File: config.mk
export PLATFORM = sky130hd
export DESIGN_NAME = irq_nest_ctrl
export DESIGN_NICKNAME = d
export VERILOG_FILES = /design/src/rtl/irq_nest_ctrl.sv
export SDC_FILE = /design/constraint.sdc
export NUM_CORES = 1
export LEC_CHECK = 0
export BUFFER_PORTS_ARGS = -buffer_cell sky130_fd_sc_hd__buf_2
export CAP_MARGIN = 10
export CORE_MARGIN = 3
export CORE_UTILIZATION = 60
export DETAILED_ROUTE_END_ITERATION = 10
export GPL_TIMING_DRIVEN = 0
export PLACE_DENSITY = 0.95
export SLEW_MARGIN = 20
export SYNTH_ARGS = -nofsm -noshare
export SYNTH_HDL_FRONTEND = slang
export SYNTH_SLANG_ARGS = --single-unit
File: constraint.sdc
create_clock -name clk -period 11.9 [get_ports clk]
set_input_delay 0 -clock clk [delete_from_list [all_inputs] [get_ports clk]]
set_output_delay 0 -clock clk [all_outputs]
set_load 0.03 [all_outputs]
File: src/rtl/irq_nest_ctrl.sv
module irq_nest_ctrl #(
  parameter int NCH = 32,
  parameter int NEXT = 24,
  parameter int MAX_LVL = 7,
  localparam int CW = $clog2(NCH),
  localparam int LW = $clog2(MAX_LVL + 1)
) (
  input  logic           clk,
  input  logic           rst_n,
  input  logic           csr_we,
  input  logic           csr_sel,
  input  logic [NCH-1:0] csr_wdata,
  output logic [NCH-1:0] csr_rdata,
  input  logic [NEXT-1:0] ext_irq,
  output logic           take_valid,
  input  logic           take_ready,
  output logic [CW-1:0]  take_chan,
  input  logic           tret,
  output logic [LW-1:0]  level
);

  logic [NCH-1:0] latch_q, ie_q, line, req, latch_nx;
  logic [CW-1:0]  act_q [0:MAX_LVL];
  logic [LW-1:0]  level_q;
  logic [CW-1:0]  cand;
  logic           found, take;

  always_comb begin
    line = '0;
    line[NEXT-1:0] = ext_irq;
  end

  assign req = (line | latch_q) & ie_q;

  always_comb begin
    cand = '0;
    found = 1'b0;
    for (int i = 0; i < NCH; i++)
      if (req[i]) begin
        cand = CW'(i);
        found = 1'b1;
      end
  end

  assign take_valid = found && !tret && (level_q != LW'(MAX_LVL)) &&
                      ((level_q == '0) || (cand > act_q[level_q]));
  assign take_chan = cand;
  assign take = take_valid && take_ready;
  assign level = level_q;
  assign csr_rdata = csr_sel ? ie_q : (line | latch_q);

  always_comb begin
    latch_nx = (csr_we && !csr_sel) ? csr_wdata : latch_q;
    if (take) latch_nx[cand] = 1'b0;
  end

  always_ff @(posedge clk) begin
    if (!rst_n) begin
      latch_q <= '0;
      ie_q <= '0;
      level_q <= '0;
      for (int i = 0; i <= MAX_LVL; i++) act_q[i] <= '0;
    end else begin
      latch_q <= latch_nx;
      if (csr_we && csr_sel) ie_q <= csr_wdata;
      if (take) begin
        level_q <= level_q + 1'b1;
        act_q[level_q + 1'b1] <= cand;
      end else if (tret && level_q != '0) begin
        level_q <= level_q - 1'b1;
      end
    end
  end

endmodule

==> flow_metrics.py <==
metrics = {
    "outcome": {
        "status": "finished, final reports clean",
    },
    "setup_path": {
        "reg2regPathDepth": 14,
        "crit_path_max_fanout": 10,
        "crit_required_ns": 11.92,
        "endpoint_kind": "flip-flop",
        "crit_type": "reg -> reg",
        "cp-start-kind": "flip-flop",
        "arrival_ns": 5.97,
    },
    "route": {
        "vias_per_cell": 6.746,
        "wire_per_inst_um": 20.39,
        "drtPass1Iterations": 6,
        "dr_wl_met2_um": 8643,
        "wl_met1_um": 6644,
        "routed_wl_um": 18900,
        "highest-signal-layer": "met4",
        "antenna_left": 0,
        "drc": 0,
        "num_vias": 6254,
        "wl_met3_um": 2539,
        "drt-initial-drc-count": 906,
    },
    "cells_and_area": {
        "final_area_mm2": 0.007029,
        "area_delta_synth_final_pct": 20.09,
        "antenna_cells": 0,
        "drive_gt1_frac": 0.1880,
        "num-nets-final": 864,
    },
    "sta": {
        "timing.slew.headroom": 0.3381,
        "tightest_slew_ns": 0.9853,
        "finalClockSkew_ns": 0.01104,
        "rsz0062_at_grt": "false",
        "finalSetupTns_ns": 0,
        "slew_violations": 0,
        "layout_min_cycle_time_ns": 5.947,
        "whs_ns": 0.1089,
        "fmaxAchievable_mhz": 168.1,
        "worst_slack_ns": 5.953,
        "period_share": 0.4998,
        "hold_viol_final": 0,
        "finalSetupViolations": 0,
    },
    "synth": {
        "ys.flop_type": "dfxtp_1",
        "ys_warn_count": 0,
        "synth_cell_type_count": 53,
        "synth_most_common_cell": "nand2_1",
        "synthAdderAreaFrac": 0.01924,
        "syn_avg_cell_area_um2": 9.019,
        "synth_edf_count": 40,
        "synth_top_family_by_area": "compound AO/OA/AOI/OAI gates",
        "netlist_area_mm2": 0.005853,
        "synth-seq-cells": 110,
        "synth_area_leaders": "dfxtp_1, edfxtp_1, nand2_1",
        "synth_xor_area_frac": 0.001496,
        "synth_common_cells": "nand2_1, dfxtp_1, edfxtp_1, nor2_1, nand2b_1",
        "syn-num-nets": 720,
        "synth_mux_area_frac": 0.06456,
        "yosysSeqAreaShare": 0.4446,
        "syn_inst": 649,
        "yosysTopAreaCell": "dfxtp_1",
        "synth_top_area_frac": 0.2394,
        "synthSimpleGateAreaFrac": 0.1898,
        "synth_compound_area_frac": 0.2339,
        "async_flop_share": 0,
    },
    "power_and_ir_drop": {
        "ir_drop_uv": 115.1,
        "leakagePower_nw": 2.781,
        "powerDensity_mw_per_mm2": 154.4,
    },
    "clocking": {
        "cts_buffers": 9,
        "htreeDepth": 3,
        "clockRootBuffer": "clkbuf_8",
        "cts_tree": "done",
        "cts_buffer_depth": 2,
        "path_clk_slew_ns": 0.11,
        "cts_sinks": 110,
        "post_cts_buffers": 0,
        "clkLatencyLatePin_ns": 0.39,
    },
    "global_route": {
        "grtUsageTotal": 0.3428,
        "grt_pass1_vias": 6089,
        "antenna_found_initial": 0,
        "grt_max_degree": 21,
        "grt.overflow.total": 0,
        "grt_pass1_wl_um": 30300,
    },
    "floorplanning": {
        "fp.dieArea_mm2": 0.01098,
        "initial_core_util": 0.6246,
        "core_region_area_mm2": 0.009371,
        "fp.dieH_um": 104.8,
        "pin_count": 103,
        "die_w_um": 104.8,
        "rows": 35,
    },
    "placed_design": {
        "io_buffer_count": 101,
        "post-place-ws_ns": 6.408,
        "hpwl_um": 13160,
        "place_area_mm2": 0.006520,
        "place_congestion": 1.021,
    },
    "min_path": {
        "whs_path_depth": 4,
        "hp-class": "in -> reg",
    },
    "run": {
        "cap_violations": 0,
    },
}
-- cell type report --
type / instances / area (µm²)
Timing Repair Buffer: 133 / 825.8
Clock buffer: 9 / 123.9
Fill cell: 625 / 2342
Buffer: 42 / 162.7
Inverter: 29 / 108.9
Multi-Input combinational cell: 468 / 2979
Sequential cell: 110 / 2603
Tap cell: 129 / 161.4
Clock inverter: 7 / 65.06
-- worst max-delay path, stage by stage (launching register included) --
cell and delay [ns]:
dfxtp_1 0.34, o21ai_0 0.60, nand3_1 0.22, a21oi_1 0.16, o21ai_0 0.21, a31oi_2 0.64
clkinv_1 0.40, clkbuf_1 0.39, ha_1 0.31, nor2b_1 0.12, o21bai_1 0.10, a2111oi_2 0.74
o31a_1 0.42, nand2b_1 0.19, o21ai_0 0.73
-- metal layers --
layer	vias up	global-route usage
met5	-	0
met4	0	0.1762
met3	143	0.09327
met2	608	0.5564
met1	2848	0.4184
li1	2655	-
-- kinds of logic (layout without fill, tap and decap cells) --
kind of cell / after synthesis / in the layout
DFF: 110 / 110
and+or+nand+nor: 235 / 235
AOI/OAI and AO/OA: 199 / 199
adders and majority gates: 9 / 9
muxes: 24 / 24
buffers and inverters: 71 / 220
xor gates and xnor gates: 1 / 1
-- layout by cell type (no fill, tap or decap), drive strengths merged, types with 6 or more instances in the layout --
cell,count
buf,110
nand2,87
dfxtp,70
clkbuf,42
nor2,40
edfxtp,40
nand2b,39
nor3,35
o211ai,34
a31oi,34
o21ai,34
a21boi,33
dlygate4sd3,32
inv,32
a21oi,30
mux4,10
mux2,10
nand3,9
ha,9
nand4,8
o21a,6
nor2b,6
-- final timing paths --
check / slack (ns) / start / endpoint
setup / recovery: 5.95 / latch_q[12] / act_q[4][3]
hold / removal: 0.11 / csr_we / ie_q[23]
setup reg to reg: 5.95 / latch_q[12] / act_q[4][3]
hold reg to reg: 0.49 / ie_q[7] / ie_q[7]
-- stage by stage --
stage,cells,utilization,total power [mW]
floorplan,649,-,0.7186
global placement,879,0.6957,0.8129
detailed placement,879,0.6957,0.8412
CTS,927,0.7501,1.066
global route,927,0.7501,1.129
finish,927,0.7501,1.086
-- where the power goes --
| group | switching, mW | internal [mW] |
|---|---|---|
| combinational | 0.270 | 0.142 |
| sequential | 0.0248 | 0.423 |
| clock | 0.144 | 0.0814 |
| total | 0.439 | 0.646 |
-- state kept, by name (all words and copies together) (netlist names), named ones only --
| name | count |
|---|---|
| ie_q | 32 |
| latch_q | 32 |
| act_q | 40 |
| level | 3 |
-- repair_timing --
item	4_1_cts	5_1_grt
endpoints found under the hold margin	63	0
gates resized for setup	0	0
hold buffers	32	0
Note: power is estimated with default switching activity, not from simulation.
